--- src/rtl/por_pkg.sv ---
package por_pkg;
  // Asynchronous qualification flags, kept together through the synchronizer.
  typedef struct packed {
    logic lock;
    logic pgood;
  } por_flags_t;

  localparam int unsigned POR_FLAG_W = $bits(por_flags_t);
endpackage

--- src/rtl/por_sync.sv ---
module por_sync #(
  parameter int unsigned WIDTH  = 2,
  parameter int unsigned STAGES = 2
) (
  input  logic             clk_i,
  input  logic [WIDTH-1:0] async_i,
  output logic [WIDTH-1:0] sync_o
);
  // Becomes high after the first edge, so checks skip the configuration state.
  logic armed_q = 1'b0;
  always_ff @(posedge clk_i) armed_q <= 1'b1;

  generate
    if (STAGES <= 1) begin : g_single
      logic [WIDTH-1:0] stage_q = '0;
      always_ff @(posedge clk_i) stage_q <= async_i;
      assign sync_o = stage_q;
    end else begin : g_chain
      logic [STAGES-1:0][WIDTH-1:0] stage_q = '0;
      logic [STAGES-1:0][WIDTH-1:0] stage_d;
      always_comb stage_d = {stage_q[STAGES-2:0], async_i};
      always_ff @(posedge clk_i) stage_q <= stage_d;
      assign sync_o = stage_q[STAGES-1];


      sync_shift_chk: assert property (@(posedge clk_i) disable iff (!armed_q)
        stage_q[1] == $past(stage_q[0]));
    end
  endgenerate
endmodule

--- src/rtl/por_hold.sv ---
module por_hold #(
  parameter int unsigned HOLD_CYCLES = 16
) (
  input  logic clk_i,
  input  logic qual_i,
  output logic rst_o
);
  localparam int unsigned CW = $clog2(HOLD_CYCLES + 1);
  localparam logic [CW-1:0] TERM = CW'(HOLD_CYCLES);

  logic [CW-1:0] cnt_q = '0;
  logic          rst_q = 1'b1;
  logic [CW-1:0] cnt_d;
  logic          rst_d;
  logic          armed_q = 1'b0;

  always_comb begin
    cnt_d = cnt_q;
    rst_d = 1'b1;
    if (!qual_i) begin
      cnt_d = '0;
    end else if (cnt_q != TERM) begin
      cnt_d = cnt_q + 1'b1;
      rst_d = (cnt_d != TERM);
    end else begin
      rst_d = 1'b0;
    end
  end

  always_ff @(posedge clk_i) begin
    cnt_q   <= cnt_d;
    rst_q   <= rst_d;
    armed_q <= 1'b1;
  end

  assign rst_o = rst_q;


  drop_forces_rst_chk: assert property (@(posedge clk_i) disable iff (!armed_q)
    !qual_i |=> rst_q);

  drop_clears_cnt_chk: assert property (@(posedge clk_i) disable iff (!armed_q)
    !qual_i |=> (cnt_q == '0));

  stays_released_chk: assert property (@(posedge clk_i) disable iff (!armed_q)
    (qual_i && !rst_q) |=> !rst_q);

  release_qualified_chk: assert property (@(posedge clk_i) disable iff (!armed_q)
    $fell(rst_q) |-> ($past(qual_i) && $past(cnt_q) == TERM - 1'b1));
endmodule

--- src/rtl/por_sequencer.sv ---
module por_sequencer #(
  parameter int unsigned HOLD_CYCLES = 16,
  parameter int unsigned SYNC_STAGES = 2
) (
  input  logic clk_i,
  input  logic pll_lock_i,
  input  logic pwr_good_i,
  output logic rst_o
);
  import por_pkg::*;

  por_flags_t flags_async;
  por_flags_t flags_sync;
  logic       qual;

  always_comb begin
    flags_async.lock  = pll_lock_i;
    flags_async.pgood = pwr_good_i;
  end

  por_sync #(.WIDTH(POR_FLAG_W), .STAGES(SYNC_STAGES)) sync_i (
    .clk_i  (clk_i),
    .async_i(flags_async),
    .sync_o (flags_sync)
  );

  // lock is never trusted without power-good.
  always_comb qual = flags_sync.lock & flags_sync.pgood;

  por_hold #(.HOLD_CYCLES(HOLD_CYCLES)) hold_i (
    .clk_i (clk_i),
    .qual_i(qual),
    .rst_o (rst_o)
  );

  logic armed_q = 1'b0;
  always_ff @(posedge clk_i) armed_q <= 1'b1;


  lone_flag_no_release_chk: assert property (@(posedge clk_i) disable iff (!armed_q)
    !(flags_sync.lock && flags_sync.pgood) |=> rst_o);
endmodule

--- config.mk ---
export PLATFORM = sky130hd
export DESIGN_NAME = por_sequencer
export DESIGN_NICKNAME = d
export VERILOG_FILES = /design/src/rtl/por_pkg.sv /design/src/rtl/por_sync.sv /design/src/rtl/por_hold.sv /design/src/rtl/por_sequencer.sv
export SDC_FILE = /design/constraint.sdc
export NUM_CORES = 1
export LEC_CHECK = 0
export BUFFER_PORTS_ARGS = -buffer_cell sky130_fd_sc_hd__clkbuf_2
export CORE_AREA = 2 2 39 41
export DETAILED_ROUTE_END_ITERATION = 16
export DIE_AREA = 0 0 41 43
export HOLD_SLACK_MARGIN = 0.1
export PLACE_DENSITY_LB_ADDON = 0.15
export SETUP_SLACK_MARGIN = 0.3
export SYNTH_ARGS = -nofsm -noshare
export SYNTH_HDL_FRONTEND = slang
export SYNTH_SLANG_ARGS = --single-unit
--- constraint.sdc ---
create_clock -name clk_i -period 1.6 [get_ports clk_i]
set_input_delay 0.08 -clock clk_i [delete_from_list [all_inputs] [get_ports clk_i]]
set_output_delay 0.08 -clock clk_i [all_outputs]
set_load 0.02 [all_outputs]
==> impl_metrics.env, run 1 <==
export IMPL_antennaDiodeCount=0
export IMPL_placed_cells=54
export IMPL_synth_most_common_cell="dfxtp_1"
export IMPL_crit_path_end_kind="flip-flop"
export IMPL_clk_path_buf_depth=2
export IMPL_grt_pass1_vias=251
export IMPL_tightest_slew_ns=0.286
export IMPL_fin_crit_ns=1.28
export IMPL_gr_total_overflow=0
export IMPL_syn_instance_count=35
export IMPL_synthFlopType="dfxtp_1"
export IMPL_grt_pass1_wl_um=1040
export IMPL_dieArea_sq_um=1760
export IMPL_hpwl_um=410
export IMPL_m1WireLength_um=337
export IMPL_ys_seq_area_frac=0.530
export IMPL_hp_class="flip-flop to flip-flop"
export IMPL_synth_edf_count=0
export IMPL_crit_type="flip-flop to flip-flop"
export IMPL_cp_arrival_ns=1.44
export IMPL_via_per_inst=4.41
export IMPL_dr_pass1_iters=2
export IMPL_cpMaxStageDelayCell="dfxtp_4"
export IMPL_io_buffers=3
export IMPL_cts_tree="built"
export IMPL_start_kind="flip-flop"
export IMPL_die_h_um=43
export IMPL_synth_cell_types=16
export IMPL_slew_limit_headroom=0.809
export IMPL_placementRows=14
export IMPL_clk_pin_slew_ns=0.07
export IMPL_finalClockSkew_ns=0.00898
export IMPL_cp_data_required_time_ns=1.76
export IMPL_setup_viol=0
export IMPL_die_w_um=41
export IMPL_synth_top_cell_by_area="dfxtp_1"
export IMPL_peakVddDrop_v=0.000450
export IMPL_outcome="complete, no violations"
export IMPL_power_density_nw_per_um2=853
export IMPL_clock_latency_ns=0.26
export IMPL_synth_nets=41
export IMPL_place_gp_congestion=0.771
export IMPL_grt_setup_unrepaired="true"
export IMPL_clock_sinks=10
export IMPL_grt_max_degree=8
export IMPL_design_area_sq_um=538
export IMPL_fmax_mhz=780
export IMPL_cp_slowest_stage_delay_ns=0.38
export IMPL_wl_per_cell_um=11.2
export IMPL_finalNonFillerCells=63
export IMPL_hold_viol_final=0
export IMPL_worstPathMaxFanout=6
export IMPL_wl_met2_um=319
export IMPL_drv_slew=0
export IMPL_wl_met3_um=25
export IMPL_synth_top_cell_area_share=0.530
export IMPL_avgSynthCellArea_sq_um=10.8
export IMPL_final_layout_size_suffix_gt1_frac=0.383
export IMPL_num_vias=278
export IMPL_fin_crit_sh=0.801
export IMPL_grt_util_all_layers=0.0970
export IMPL_highest_layer="met4"
export IMPL_ys_top_cells_by_count="dfxtp_1 (10), nor2_1 (5), ha_1 (3)"
export IMPL_drc_errors=0
export IMPL_finalSetupTns_ns=0
export IMPL_crit_chain="inv_4, ha_4, and4bb_2, nor2_1, a211o_1"
export IMPL_ys_top_cells_by_area="dfxtp_1 (53%), ha_1 (9.9%), nor2_1 (5.0%)"
export IMPL_start_util=0.273
export IMPL_n_fill_cell=130
export IMPL_drtIter0Drc=4
export IMPL_ys_warn_count=0
export IMPL_syn_cell_area_sq_um=378
export IMPL_area_delta_synth_final_pct=42.4
export IMPL_root_buffer="clkbuf_4"
export IMPL_antenna_left=0
export IMPL_place_area_sq_um=413
export IMPL_total_power_uw=459
export IMPL_boundaryPins=4
export IMPL_antenna_found_initial=0
export IMPL_core_area_sq_um=1380
export IMPL_p_leak_uw=0.000206
export IMPL_async_reset_ff_frac=0
export IMPL_num_nets_final=55
export IMPL_htree_levels=1
export IMPL_maxCapViolCount=0
export IMPL_wirelength_um=704
export IMPL_ys_seq_elements=10
export IMPL_cts_inserted_buffers=3
## worst max-delay path: cells and delay by family (launching register included)
kind | cells | cell delay (ns)
buf+inv | 1 | 0.06
simple gates | 2 | 0.33
flops | 1 | 0.38
compound gates | 1 | 0.28
fa+ha+maj | 1 | 0.12
## registers in the layout, indices dropped and copies added, names as in the netlist
signal,count
hold_i.cnt_q,5
hold_i.rst_o,1
sync_i.g_chain.stage_d,2
sync_i.sync_o,2
## logic make-up after synthesis
group                    Yosys count  synth area share
adder cells (fa/ha/maj)            3            0.0993
XOR/XNOR                           4            0.0927
flip-flops                        10             0.530
AND/OR/NAND/NOR                   12             0.172
AO/OA/AOI/OAI                      3            0.0596
multiplexers                       1            0.0265
buffers and inverters              2            0.0199
## layout by cell type, fill, tap and decap left out
cell type,count
nor4b_4,1
dfxtp_1,8
nand3_1,2
a211o_1,1
nor2_1,5
and3_1,1
xor2_1,2
ha_4,2
ha_1,1
mux2i_1,1
nor3_1,1
inv_4,2
clkbuf_2,3
a21oi_1,1
nand2_1,1
xnor2_1,2
dfxtp_4,2
o2111ai_1,1
buf_4,4
dlygate4sd3_1,2
and4bb_2,1
clkbuf_4,3
## report_power, final
group          switching [uW]  total [uW]  internal, uW
Combinational            11.0        26.6          15.6
Sequential               7.20         262           255
Clock                    83.4         170          86.7
## worst paths after layout
| kind | startpoint | end | slack (ns) | cells past startpoint |
|---|---|---|---|---|
| max | hold_i.cnt_q[1]$_SDFFE_PN0P_ | hold_i.rst_o$_SDFF_PN1_ | 0.32 | 5 |
| min | sync_i.g_chain.stage_d[2]$_DFF_P_ | sync_i.sync_o[0]$_DFF_P_ | 0.33 | 0 |
| max reg2reg | hold_i.cnt_q[1]$_SDFFE_PN0P_ | hold_i.rst_o$_SDFF_PN1_ | 0.32 | 5 |
| min reg2reg | sync_i.g_chain.stage_d[2]$_DFF_P_ | sync_i.sync_o[0]$_DFF_P_ | 0.33 | 0 |
## final cells by class
cell class	instances	area, sq um	share of cell area
Tap cell	16	20.0	0.0372
Clock buffer	3	22.5	0.0419
Multi-Input combinational cell	23	210	0.391
Timing Repair Buffer	9	65.1	0.121
Inverter	2	12.5	0.0233
Sequential cell	10	208	0.386
## through the flow
stage	utilization	setup slack [ns]	hold WS (ns)
after global routing	0.389	0.277	0.353
after detailed placement	0.298	0.250	0.184
after global placement	0.298	0.276	0.184
after floorplan	-	0.367	0.108
after CTS	0.333	0.305	0.330
final	0.389	0.319	0.328
## repair_timing
item | 4_1_cts | 5_1_grt
hold buffers | 2 | 0
setup buffers | 0 | 4
pin swaps | 0 | 5
gates cloned | 0 | 0
hold endpoints to repair | 2 | 0
resized for setup | 4 | 10
endpoints found under the setup margin | 3 | 1
## per-layer routing
metal	vias up	track usage
li1	144	-
met1	124	0.108
met2	7	0.122
met3	3	0.0471
met4	0	0.100
met5	-	0
(Power assumes the default switching activity.)
==> run 2, diff against run 1 <==
ABC_AREA = 1   (was not set)
clock period = 1.3 ns   (was 1.6 ns; I/O delays follow)
==> run 2 against run 1 <==
Compared with the run above: global-route usage is 0.93 points higher; utilization is 0.090 points higher; synthesized cell count is 34% higher; sequential share of layout area is 0.14 points higher; hold slack about the same; register-to-register slack got worse by 0.03 ns; largest power group unchanged; first-iteration DRC count down 25%; sequential power up 23%; synthesized area grew 2.6%; via count increased by 19%.
==> impl_metrics.env, run 2 <==
export IMPL_dieArea_sq_um=1760
export IMPL_core_area_sq_um=1380
export IMPL_io_buffers=3
export IMPL_wl_per_cell_um=9.61
export IMPL_grt_pass1_wl_um=1200
export IMPL_drc_errors=0
export IMPL_via_per_inst=4.47
export IMPL_outcome="complete, no violations"
export IMPL_syn_instance_count=47
export IMPL_num_nets_final=65
export IMPL_ys_top_cells_by_count="nand2_1 (13), dfxtp_1 (10), inv_1 (7)"
export IMPL_ys_seq_elements=10
export IMPL_clk_path_buf_depth=2
export IMPL_synthFlopType="dfxtp_1"
export IMPL_placed_cells=66
export IMPL_p_leak_uw=0.000215
export IMPL_avgSynthCellArea_sq_um=8.25
export IMPL_grt_pass1_vias=293
export IMPL_finalNonFillerCells=74
export IMPL_hold_viol_final=0
export IMPL_largest_register_ffs=5
export IMPL_tightest_slew_ns=0.199
export IMPL_peakVddDrop_v=0.000912
export IMPL_clock_latency_ns=0.26
export IMPL_hpwl_um=447
export IMPL_synth_nets=53
export IMPL_die_w_um=41
export IMPL_hp_class="flip-flop to flip-flop"
export IMPL_ys_warn_count=0
export IMPL_drv_slew=0
export IMPL_synth_edf_count=0
export IMPL_finalSetupTns_ns=0
export IMPL_antenna_left=0
export IMPL_cts_tree="built"
export IMPL_cp_arrival_ns=1.18
export IMPL_power_density_nw_per_um2=1160
export IMPL_final_common_cell="nand2_1"
export IMPL_clock_sinks=10
export IMPL_boundaryPins=4
export IMPL_place_gp_congestion=0.735
export IMPL_setup_viol=0
export IMPL_num_vias=331
export IMPL_reg2reg_depth=5
export IMPL_synth_most_common_cell="nand2_1"
export IMPL_final_layout_size_suffix_gt1_frac=0.345
export IMPL_cts_inserted_buffers=3
export IMPL_antenna_found_initial=0
export IMPL_ys_seq_area_frac=0.516
export IMPL_r2r_end="hold_i.rst_o$_SDFF_PN1_"
export IMPL_grt_util_all_layers=0.106
export IMPL_gr_total_overflow=0
export IMPL_whs_ns=0.328
export IMPL_fin_crit_ns=1.01
export IMPL_clk_pin_slew_ns=0.06
export IMPL_crit_type="flip-flop to flip-flop"
export IMPL_layout_common_cells="nand2_1 (11), dfxtp_1 (7), inv_1 (6), nand4_1 (4)"
export IMPL_finalClockSkew_ns=0.00386
export IMPL_area_delta_synth_final_pct=39.0
export IMPL_wirelength_um=711
export IMPL_hp_start="sync_i.g_chain.stage_d[2]$_DFF_P_"
export IMPL_crit_path_end_kind="flip-flop"
export IMPL_dr_pass1_iters=2
export IMPL_min_path_cells=0
export IMPL_grt_setup_unrepaired="true"
export IMPL_fin_crit_sh=0.780
export IMPL_ys_top_cells_by_area="dfxtp_1 (52%), nand2_1 (13%), ha_1 (9.7%)"
export IMPL_reg2reg_slack_ns=0.29
export IMPL_synth_cell_types=9
export IMPL_root_buffer="clkbuf_4"
export IMPL_synth_top_cell_by_area="dfxtp_1"
export IMPL_start_kind="flip-flop"
export IMPL_htree_levels=1
export IMPL_placementRows=14
export IMPL_slew_limit_headroom=0.867
export IMPL_largest_register="hold_i.cnt_q"
export IMPL_drtIter0Drc=3
export IMPL_worstPathMaxFanout=6
export IMPL_r2r_start="hold_i.cnt_q[1]$_SDFFE_PN0P_"
export IMPL_grt_max_degree=8
export IMPL_fmax_mhz=986
export IMPL_syn_cell_area_sq_um=388
export IMPL_maxCapViolCount=0
export IMPL_hold_end="sync_i.sync_o[0]$_DFF_P_"
export IMPL_start_util=0.280
export IMPL_die_h_um=43
export IMPL_async_reset_ff_frac=0
export IMPL_cp_data_required_time_ns=1.46
export IMPL_antennaDiodeCount=0
export IMPL_synth_top_cell_area_share=0.516
## run 2: repair_timing
action / in CTS / in global routing
pin swaps: 2 / 0
endpoints found under the hold margin: 2 / 0
resized for setup: 4 / 7
setup buffers: 1 / 1
hold buffers: 2 / 0
setup endpoints to repair: 3 / 4
## run 2: per-layer routing
metal / up-vias / wire length (um) / GRT usage
met1: 152 / 329 / 0.125
met5: - / 0 / 0
met3: 2 / 35 / 0.0628
met4: 0 / 10 / 0.0600
met2: 5 / 336 / 0.144
li1: 172 / - / -
## run 2: cell families (layout without fill, tap and decap cells)
logic type               Yosys count  after routing  synth area share
buffers and inverters              7             18            0.0678
AND/OR/NAND/NOR                   24             24             0.281
flip-flops                        10             10             0.516
AO/OA/AOI/OAI                      3              3            0.0387
adder cells (fa/ha/maj)            3              3            0.0968
## run 2: area by class of cell
type,instances,area (sq um)
multi-input combinational,30,198
inverter,7,26.3
sequential,10,209
timing repair buffer,7,50.0
tap,16,20.0
fill,141,845
clock buffer,4,36.3
## run 2: worst max-delay path by stage
| stage | slack, ns | end | startpoint | cells after the start |
|---|---|---|---|---|
| after floorplan | 0.30 | hold_i.rst_o$_SDFF_PN1_ | hold_i.cnt_q[1]$_SDFFE_PN0P_ | 8 |
| after global placement | 0.19 | hold_i.rst_o$_SDFF_PN1_ | hold_i.cnt_q[0]$_SDFFE_PN0P_ | 8 |
| after detailed placement | 0.21 | hold_i.rst_o$_SDFF_PN1_ | hold_i.cnt_q[0]$_SDFFE_PN0P_ | 8 |
| after CTS | 0.28 | hold_i.rst_o$_SDFF_PN1_ | hold_i.cnt_q[1]$_SDFFE_PN0P_ | 8 |
| after global routing | 0.22 | hold_i.rst_o$_SDFF_PN1_ | hold_i.cnt_q[0]$_SDFFE_PN0P_ | 8 |
| final | 0.29 | hold_i.rst_o$_SDFF_PN1_ | hold_i.cnt_q[1]$_SDFFE_PN0P_ | 5 |
## run 2: power by group
group | leakage (uW) | internal, uW | total, uW | switching, uW
registers | 0.0000843 | 314 | 321 | 6.94
clock network | 0.0000210 | 170 | 275 | 105
logic | 0.000109 | 17.3 | 31.2 | 13.9
## run 2: stage by stage
stage / util / power (uW) / area (sq um) / worst slack [ns]
final: 0.390 / 627 / 539 / 0.286
after global routing: 0.390 / 658 / 539 / 0.222
after CTS: 0.368 / 632 / 509 / 0.277
after detailed placement: 0.309 / 348 / 428 / 0.214
after global placement: 0.309 / 348 / 428 / 0.193
after floorplan: - / 341 / 393 / 0.303
## run 2: worst max-delay path: stages (launching register included)
cell and delay [ns]:
dfxtp_4 0.37, ha_4 0.17, nand3_1 0.08, nand2_1 0.07, a21oi_2 0.16, nand2_1 0.07
